File: src/rtl/dtx_pkg.sv
package dtx_pkg;

    typedef enum logic [1:0] {
        S_IDLE = 2'd0,
        S_DATA = 2'd1,
        S_ABRT = 2'd2
    } tx_st_e;

    localparam logic [7:0] FLAG_BYTE = 8'h7E;

    typedef struct packed {
        tx_st_e      st;
        logic [7:0]  sh;
        logic [3:0]  left;
        logic [2:0]  ones;
        logic        fl_ok;
        logic        eof;
        logic        tx;
        logic        urun;
    } fr_s;

endpackage

File: src/rtl/dtx_fifo.sv
module dtx_fifo #(
    parameter int DEPTH = 32,
    parameter int ROOM  = 16,
    localparam int AW   = $clog2(DEPTH),
    localparam int CW   = $clog2(DEPTH + 1)
) (
    input  logic          clk,
    input  logic          rst_n,
    input  logic          flush,
    input  logic          wr_en,
    input  logic [7:0]    wr_data,
    input  logic          pop,
    input  logic          release_i,
    output logic [7:0]    head,
    output logic [CW-1:0] cnt,
    output logic [CW-1:0] rel,
    output logic          room_ok
);
    typedef struct packed {
        logic [AW-1:0] wp;
        logic [AW-1:0] rp;
        logic [CW-1:0] cnt;
        logic [CW-1:0] rel;
    } ptr_s;

    ptr_s       ptr_d, ptr_q;
    logic       do_wr;
    logic [7:0] mem [DEPTH];

    function automatic logic [AW-1:0] bump(input logic [AW-1:0] p);
        return (p == AW'(DEPTH - 1)) ? '0 : p + 1'b1;
    endfunction

    always_comb begin
        ptr_d = ptr_q;
        do_wr = wr_en && !flush && (ptr_q.cnt != CW'(DEPTH));
        if (flush) begin
            ptr_d = '0;
        end else begin
            if (do_wr) ptr_d.wp = bump(ptr_q.wp);
            if (pop)   ptr_d.rp = bump(ptr_q.rp);
            ptr_d.cnt = ptr_q.cnt + CW'(do_wr) - CW'(pop);
            ptr_d.rel = release_i ? ptr_d.cnt : (ptr_q.rel - CW'(pop));
        end
    end

    always_ff @(posedge clk or negedge rst_n) begin
        if (!rst_n) ptr_q <= '0;
        else        ptr_q <= ptr_d;
    end

    always_ff @(posedge clk) begin
        if (do_wr) mem[ptr_q.wp] <= wr_data;
    end

    assign head    = mem[ptr_q.rp];
    assign cnt     = ptr_q.cnt;
    assign rel     = ptr_q.rel;
    assign room_ok = (ptr_q.cnt <= CW'(DEPTH - ROOM));

endmodule

File: src/rtl/dtx_framer.sv
module dtx_framer
    import dtx_pkg::*;
#(
    parameter int ABORT_ONES = 7
) (
    input  logic       clk,
    input  logic       rst_n,
    input  logic       bit_en,
    input  logic       cmd_end,
    input  logic       cmd_reset,
    input  logic       avail,
    input  logic [7:0] head,
    output logic       pop,
    output logic       tx_bit,
    output logic       underrun
);
    fr_s fr_d, fr_q;

    always_comb begin
        fr_d = fr_q;
        pop  = 1'b0;
        if (cmd_reset) begin
            fr_d.eof  = 1'b0;
            fr_d.urun = 1'b0;
            if (fr_q.st == S_DATA) begin
                fr_d.st   = S_ABRT;
                fr_d.left = 4'(ABORT_ONES);
                fr_d.ones = '0;
            end
        end else if (bit_en) begin
            unique case (fr_q.st)
                S_IDLE: begin
                    if (fr_q.left != 4'd0) begin
                        fr_d.tx   = fr_q.sh[0];
                        fr_d.sh   = fr_q.sh >> 1;
                        fr_d.left = fr_q.left - 4'd1;
                        if (fr_q.left == 4'd1) fr_d.fl_ok = 1'b1;
                    end else if (fr_q.fl_ok && avail) begin
                        pop        = 1'b1;
                        fr_d.st    = S_DATA;
                        fr_d.tx    = head[0];
                        fr_d.sh    = head >> 1;
                        fr_d.left  = 4'd7;
                        fr_d.ones  = head[0] ? 3'd1 : 3'd0;
                        fr_d.fl_ok = 1'b0;
                    end else begin
                        if (!avail) fr_d.eof = 1'b0;
                        fr_d.tx   = FLAG_BYTE[0];
                        fr_d.sh   = FLAG_BYTE >> 1;
                        fr_d.left = 4'd7;
                    end
                end
                S_DATA: begin
                    if (fr_q.ones == 3'd5) begin
                        fr_d.tx   = 1'b0;
                        fr_d.ones = '0;
                    end else if (fr_q.left != 4'd0) begin
                        fr_d.tx   = fr_q.sh[0];
                        fr_d.sh   = fr_q.sh >> 1;
                        fr_d.left = fr_q.left - 4'd1;
                        fr_d.ones = fr_q.sh[0] ? fr_q.ones + 3'd1 : 3'd0;
                    end else if (avail) begin
                        pop       = 1'b1;
                        fr_d.tx   = head[0];
                        fr_d.sh   = head >> 1;
                        fr_d.left = 4'd7;
                        fr_d.ones = head[0] ? fr_q.ones + 3'd1 : 3'd0;
                    end else if (fr_q.eof) begin
                        fr_d.st    = S_IDLE;
                        fr_d.eof   = 1'b0;
                        fr_d.tx    = FLAG_BYTE[0];
                        fr_d.sh    = FLAG_BYTE >> 1;
                        fr_d.left  = 4'd7;
                        fr_d.ones  = '0;
                        fr_d.fl_ok = 1'b0;
                    end else begin
                        fr_d.st   = S_ABRT;
                        fr_d.urun = 1'b1;
                        fr_d.tx   = 1'b1;
                        fr_d.left = 4'(ABORT_ONES - 1);
                        fr_d.ones = '0;
                    end
                end
                S_ABRT: begin
                    fr_d.tx = 1'b1;
                    if (fr_q.left <= 4'd1) begin
                        fr_d.st    = S_IDLE;
                        fr_d.left  = 4'd0;
                        fr_d.fl_ok = 1'b0;
                    end else begin
                        fr_d.left = fr_q.left - 4'd1;
                    end
                end
                default: fr_d.st = S_IDLE;
            endcase
        end
        if (cmd_end && !cmd_reset) fr_d.eof = 1'b1;
    end

    always_ff @(posedge clk or negedge rst_n) begin
        if (!rst_n) begin
            fr_q      <= '0;
            fr_q.st   <= S_IDLE;
            fr_q.tx   <= 1'b1;
        end else begin
            fr_q <= fr_d;
        end
    end

    assign tx_bit   = fr_q.tx;
    assign underrun = fr_q.urun;

endmodule

File: src/rtl/dch_frame_tx.sv
module dch_frame_tx #(
    parameter int DEPTH      = 32,
    parameter int ROOM_IRQ   = 16,
    parameter int ABORT_ONES = 7
) (
    input  logic       clk,
    input  logic       rst_n,
    input  logic       bit_en,
    input  logic       wr_en,
    input  logic [7:0] wr_data,
    input  logic       cmd_xmit,
    input  logic       cmd_end,
    input  logic       cmd_reset,
    output logic       tx_bit,
    output logic       pool_irq,
    output logic       underrun
);
    localparam int CW = $clog2(DEPTH + 1);

    logic          pop;
    logic [7:0]    head;
    logic [CW-1:0] fifo_cnt;
    logic [CW-1:0] fifo_rel;
    logic          release_c;

    assign release_c = (cmd_xmit || cmd_end) && !cmd_reset;

    dtx_fifo #(
        .DEPTH (DEPTH),
        .ROOM  (ROOM_IRQ)
    ) u_fifo (
        .clk       (clk),
        .rst_n     (rst_n),
        .flush     (cmd_reset),
        .wr_en     (wr_en),
        .wr_data   (wr_data),
        .pop       (pop),
        .release_i (release_c),
        .head      (head),
        .cnt       (fifo_cnt),
        .rel       (fifo_rel),
        .room_ok   (pool_irq)
    );

    dtx_framer #(
        .ABORT_ONES (ABORT_ONES)
    ) u_framer (
        .clk       (clk),
        .rst_n     (rst_n),
        .bit_en    (bit_en),
        .cmd_end   (cmd_end),
        .cmd_reset (cmd_reset),
        .avail     (fifo_rel != '0),
        .head      (head),
        .pop       (pop),
        .tx_bit    (tx_bit),
        .underrun  (underrun)
    );

endmodule

File: config.mk
export PLATFORM = sky130hd
export DESIGN_NAME = dch_frame_tx
export DESIGN_NICKNAME = d
export VERILOG_FILES = /design/src/rtl/dtx_pkg.sv /design/src/rtl/dtx_fifo.sv /design/src/rtl/dtx_framer.sv /design/src/rtl/dch_frame_tx.sv
export SDC_FILE = /design/constraint.sdc
export NUM_CORES = 1
export LEC_CHECK = 0
export BUFFER_PORTS_ARGS = -buffer_cell sky130_fd_sc_hd__buf_2
export CORE_MARGIN = 2
export CORE_UTILIZATION = 55
export DETAILED_ROUTE_END_ITERATION = 6
export HOLD_SLACK_MARGIN = 0.06
export PLACE_DENSITY = 0.71
export SLEW_MARGIN = 10
export SYNTH_ARGS = -nofsm -noshare
export SYNTH_HDL_FRONTEND = slang
export SYNTH_SLANG_ARGS = --single-unit
File: constraint.sdc
create_clock -name clk -period 9.5 [get_ports clk]
set_input_delay 1.9 -clock clk [delete_from_list [all_inputs] [get_ports clk]]
set_output_delay 1.9 -clock clk [all_outputs]
set_load 0.02 [all_outputs]
==> results of run 1 <==
-- power by group through the flow --
stage               combinational [W]  clock, W  sequential [W]
floorplan                    0.000307         0         0.00154
global placement             0.000387         0         0.00155
detailed placement           0.000405         0         0.00156
CTS                          0.000408   0.00115         0.00153
global route                 0.000453   0.00120         0.00154
finish                       0.000408   0.00113         0.00153
-- worst paths after layout --
check / from / to / cells after the start
min: u_framer.underrun$_DFFE_PN0P_ / u_framer.underrun$_DFFE_PN0P_ / 2
min reg2reg: u_framer.underrun$_DFFE_PN0P_ / u_framer.underrun$_DFFE_PN0P_ / 2
max: cmd_reset / u_fifo.rel[5]$_DFF_PN0_ / 12
max reg2reg: u_framer.fr_q[7]$_DFFE_PN0P_ / u_fifo.rel[5]$_DFF_PN0_ / 14
min in group asynchronous: rst_n / u_framer.fr_q[19]$_DFFE_PN0P_ / 1
max in group asynchronous: rst_n / u_fifo.ptr_q[12]$_DFFE_PN0P_ / 1
-- worst max-delay path, cell delays in order --
cell and delay, ps:
buf_2 250, nor2b_1 330, nand3_2 240, or2_2 350
ha_1 280, a21o_1 170, a21oi_1 230, o21bai_1 90
a21oi_1 170, xor2_1 170, nor2_1 70, a32o_1 220
-- registers in the layout, indices dropped and copies added (netlist names) --
| name | flops |
|---|---|
| u_fifo.cnt | 6 |
| u_fifo.ptr_q | 10 |
| u_fifo.rel | 6 |
| u_framer.fr_q | 18 |
| u_framer.tx_bit | 1 |
| u_fifo.mem | 256 |
| u_framer.underrun | 1 |
-- cells in the final DEF (no fill, tap or decap), types with 4 or more instances in the layout --
cell,count
o21ai_0,14
edfxtp_1,256
clkinv_1,6
clkbuf_16,31
nor2_1,77
nor2b_1,7
mux4_2,69
mux2i_1,26
a211oi_1,5
inv_1,24
a22oi_1,5
xor2_1,5
ha_1,24
nand3b_1,4
clkbuf_1,5
nor3_1,6
a21oi_1,14
dfrtp_1,39
and3_1,5
a221oi_1,7
a22o_1,5
buf_2,17
nand2_1,36
a31oi_1,5
nand3_1,7
-- logic make-up after synthesis --
| kind of cell | after synthesis | synth area share |
|---|---|---|
| DFF | 298 | 0.692 |
| xor gates and xnor gates | 8 | 0.00555 |
| buffers and inverters | 58 | 0.0219 |
| AOI/OAI and AO/OA | 81 | 0.0464 |
| and+or+nand+nor | 167 | 0.0615 |
| adders and majority gates | 25 | 0.0254 |
| muxes | 98 | 0.147 |
-- per-stage QoR --
| step | instance area [um2] | hold WS, ps | worst slack [ps] | power (W) |
|---|---|---|---|---|
| after floorplan | 12600 | 494 | 5220 | 0.00184 |
| after global placement | 12900 | 513 | 5030 | 0.00194 |
| after detailed placement | 12900 | 525 | 4890 | 0.00196 |
| after CTS | 13900 | 536 | 5430 | 0.00308 |
| after global routing | 13900 | 544 | 5220 | 0.00319 |
| final | 13900 | 534 | 5430 | 0.00307 |
-- cell type report --
class | count | area [um2]
Sequential cell | 298 | 8750
Fill cell | 1608 | 8710
Multi-Input combinational cell | 379 | 3620
Clock buffer | 36 | 795
Tap cell | 285 | 357
Clock inverter | 15 | 150
Timing Repair Buffer | 20 | 108
Inverter | 24 | 90.1
-- metal layers --
layer	vias up	routed length, um	global-route usage
met4	0	683	0.0620
met3	37	1510	0.0322
met1	3385	10300	0.305
met5	-	0	0
li1	2932	-	-
met2	225	11900	0.329
==> flow_summary.json, run 1 <==
{
  "intPower_w": 0.00231,
  "dr.pass1.iters": 5,
  "portBuffers": 17,
  "async_flop_share": 0.141,
  "vdd_drop_max_uv": 168,
  "critPathRequiredTime_ps": 9920,
  "critPathKind": "input pin to flip-flop",
  "cts_max_level": 1,
  "synth.most_common_cell": "edfxtp_1",
  "wl_per_cell_um": 23.0,
  "rsz0062_at_grt": "no",
  "post_cts_resized": 0,
  "skew_ps": 11.1,
  "tightest_slew_ps": 1160,
  "p_sw_w": 0.000757,
  "yosysTopAreaCellShare": 0.609,
  "swShare": 0.247,
  "clock_path_buffers": 3,
  "start_util": 0.560,
  "clock_tree.root_cell": "clkbuf_16",
  "cp-end-kind": "flip-flop",
  "final_nets": 793,
  "grt_pass1_wl_um": 38500,
  "synthTopCellsByArea": "edfxtp_1, mux4_2, dfrtp_1",
  "setup_viol": 0,
  "syn_avg_cell_area_um2": 17.2,
  "yosysSeqAreaShare": 0.692,
  "drv_slew": 0,
  "drt_first_iter_violations": 502,
  "area.growth.synth_to_final_pct": 9.74,
  "die_area_mm2": 0.0242,
  "antenna_left": 0,
  "rows": 55,
  "synth-edff-count": 256,
  "finalHoldViolations": 0,
  "cts_tree": "done",
  "leakage_nw": 4.50,
  "start_kind": "input pin",
  "max_cap_violations": 0,
  "hold_class": "flip-flop to flip-flop",
  "final_core_util": 0.614,
  "p_per_area_mw_per_mm2": 221,
  "synthFlopType": "edfxtp_1",
  "grt_max_degree": 76,
  "cts_setup_buffers": 0,
  "yosys-top-cells-count": "edfxtp_1, nor2_1, mux4_2, dfrtp_1, nand2_1",
  "crit_fanout": 26,
  "yosys_register_bits": 298,
  "clock-sinks": 298,
  "viasPerCell": 6.22,
  "synth_cells": 735,
  "antenna_found_initial": 0,
  "synth_area_leader_cell": "edfxtp_1",
  "vias": 6579,
  "arrival_ps": 4490,
  "synth.distinct_cells": 64,
  "timing.setup.tns_ps": 0,
  "grt_pass1_vias": 6685,
  "diodes": 0,
  "fmax_mhz": 246,
  "slew-limit-headroom": 0.227,
  "synth_nets": 775,
  "postCtsHoldBufs": 0,
  "synth_warnings": 0,
  "dpl.cell_count": 1006,
  "ios": 18,
  "clock_latency_ps": 540,
  "final.min_clock_period_ps": 4070,
  "seq_power_share": 0.499,
  "grtUsageTotal": 0.208,
  "period_share": 0.428,
  "status": "completed",
  "clk_pin_slew_worst_paths_ps": 60,
  "power_frac_clock": 0.368,
  "die_h_um": 156,
  "stdcell_count": 1057,
  "gp_congestion": 0.852,
  "synthesis.area_mm2": 0.0126,
  "grt.overflow.total": 0,
  "dp_hpwl_um": 15600,
  "drive_gt1_frac": 0.187,
  "cts_buffers": 30,
  "drcViolationCount": 0,
  "coreArea_mm2": 0.0226,
  "wl_um": 24300,
  "reg2reg_slack_ps": 5810,
  "die_width_um": 156,
  "combinationalPowerShare": 0.133
}
Power figures use the tool's default switching activity.
==> run 2: changes to the inputs <==
==> constraint.sdc (replaced) <==
create_clock -name clk -period 4.1 [get_ports clk]
set_input_delay 0.82 -clock clk [delete_from_list [all_inputs] [get_ports clk]]
set_output_delay 0.82 -clock clk [all_outputs]
set_load 0.02 [all_outputs]
==> run 2 against run 1 <==
Final area rose by 1.0%. Die area unchanged. Worst hold slack lost 100 ps. Cell count rose by 0.95%. Combinational power increased by 140%. Critical endpoint unchanged. Critical path depth rose by 2. Via count up 1.0%. Clock skew rose by 1.0 ps. Register-to-register slack got worse by 5400 ps.
==> flow_summary.json, run 2 (synthesis gave the netlist of run 1 again) <==
{
  "max_cap_violations": 0,
  "final_common_cell": "edfxtp_1",
  "post_cts_resized": 0,
  "arrival_ps": 4130,
  "dp_worst_setup_slack_ps": 470,
  "viasPerCell": 6.23,
  "grt_pass1_vias": 6909,
  "postCtsHoldBufs": 0,
  "skew_ps": 12.1,
  "timing.setup.tns_ps": 0,
  "clk_pin_slew_worst_paths_ps": 60,
  "fmax_mhz": 270,
  "final.setup.worst_slack_ps": 402,
  "diodes": 0,
  "start_kind": "flip-flop",
  "rsz0062_at_grt": "no",
  "hold_class": "input pin to asynchronous set/reset pin",
  "final_cell_mix": "edfxtp_1, nor2_1, mux4_2",
  "ios": 18,
  "drv_slew": 0,
  "drive_gt1_frac": 0.205,
  "grt_max_degree": 47,
  "drcViolationCount": 0,
  "grt.overflow.total": 0,
  "tightest_slew_ps": 965,
  "grtUsageTotal": 0.216,
  "start_util": 0.560,
  "seqCellArea_mm2": 0.00875,
  "largest_reg_flops": 256,
  "finalHoldViolations": 0,
  "cts_setup_buffers": 0,
  "gp_congestion": 0.845,
  "final.min_clock_period_ps": 3700,
  "vdd_drop_max_uv": 404,
  "top_register": "u_fifo.mem",
  "dr.pass1.iters": 5,
  "p_per_area_mw_per_mm2": 525,
  "die_area_mm2": 0.0242,
  "whs_ps": 432,
  "cts_max_level": 1,
  "cts_tree": "done",
  "clock_latency_ps": 550,
  "portBuffers": 17,
  "period_share": 0.902,
  "leakage_nw": 4.59,
  "clock_tree.root_cell": "clkbuf_16",
  "die_width_um": 156,
  "clock-sinks": 298,
  "final_nets": 799,
  "cp-end-kind": "flip-flop",
  "multi_input_area_mm2": 0.00362,
  "reg_top3": "u_fifo.mem: 256 flops, u_framer.fr_q: 18 flops, u_fifo.ptr_q: 10 flops",
  "status": "completed",
  "rows": 55,
  "crit_fanout": 9,
  "grt_pass1_wl_um": 39600,
  "clock_path_buffers": 3,
  "critPathRequiredTime_ps": 4530,
  "wl_um": 25300,
  "slew-limit-headroom": 0.357,
  "wl_per_cell_um": 23.7,
  "drt_first_iter_violations": 473,
  "area.growth.synth_to_final_pct": 10.9,
  "critPathKind": "flip-flop to flip-flop",
  "setup_viol": 0,
  "num-fill-cells": 1591,
  "antenna_found_initial": 0,
  "dp_hpwl_um": 16100,
  "vias": 6645,
  "cts_buffers": 30,
  "die_h_um": 156,
  "antenna_left": 0,
  "coreArea_mm2": 0.0226
}
## run 2: critical path, stage by stage, from the launching register on
cell and delay [ps]:
dfrtp_1 430, inv_1 130, ha_1 280, or3b_1 500, a21oi_2 240, nand3_2 200
or2_2 360, ha_1 290, a21o_1 190, a21oi_1 240, o21bai_1 100, a21oi_1 170
xor2_1 160, nor2_1 70, a32o_1 210
## run 2: area by class of cell
cell class / instances / share of cell area
inverter: 24 / 0.00643
clock inverter: 22 / 0.0184
timing repair buffer: 26 / 0.0109
tap: 285 / 0.0255
multi-input combinational: 379 / 0.258
clock buffer: 33 / 0.0559
sequential: 298 / 0.625
## run 2: power by group
part | switching, W | internal [W]
combinational | 0.000584 | 0.000382
sequential | 0.000122 | 0.00342
clock | 0.00113 | 0.00170
## run 2: through the flow
step           cells   util  power, W  instance area, um2
6_report        1067  0.620   0.00735               14000
5_1_grt         1067  0.620   0.00762               14000
4_1_cts         1067  0.620   0.00738               14000
3_5_place_dp    1012  0.574   0.00456               13000
3_3_place_gp    1012  0.574   0.00451               13000
2_1_floorplan    735      -   0.00427               12600
## run 2: worst paths after layout
path / start / end / slack, ps / depth (start not counted)
max: u_framer.fr_q[7]$_DFFE_PN0P_ / u_fifo.rel[5]$_DFF_PN0_ / 400 / 14
min: rst_n / u_fifo.rel[5]$_DFF_PN0_ / 430 / 1
max reg2reg: u_framer.fr_q[7]$_DFFE_PN0P_ / u_fifo.rel[5]$_DFF_PN0_ / 400 / 14
min reg2reg: u_framer.underrun$_DFFE_PN0P_ / u_framer.underrun$_DFFE_PN0P_ / 520 / 2
max in group asynchronous: rst_n / u_fifo.ptr_q[13]$_DFFE_PN0P_ / 2960 / 1
min in group clk: u_framer.underrun$_DFFE_PN0P_ / u_framer.underrun$_DFFE_PN0P_ / 520 / 2
## run 2: routing by layer
metal / routed length, um / share of wire / GRT usage / up-vias
met5: 0 / 0 / 0 / -
met4: 860 / 0.034 / 0.0743 / 0
met3: 1370 / 0.054 / 0.0331 / 54
met2: 12100 / 0.48 / 0.344 / 207
met1: 10900 / 0.43 / 0.311 / 3442
li1: - / - / - / 2942
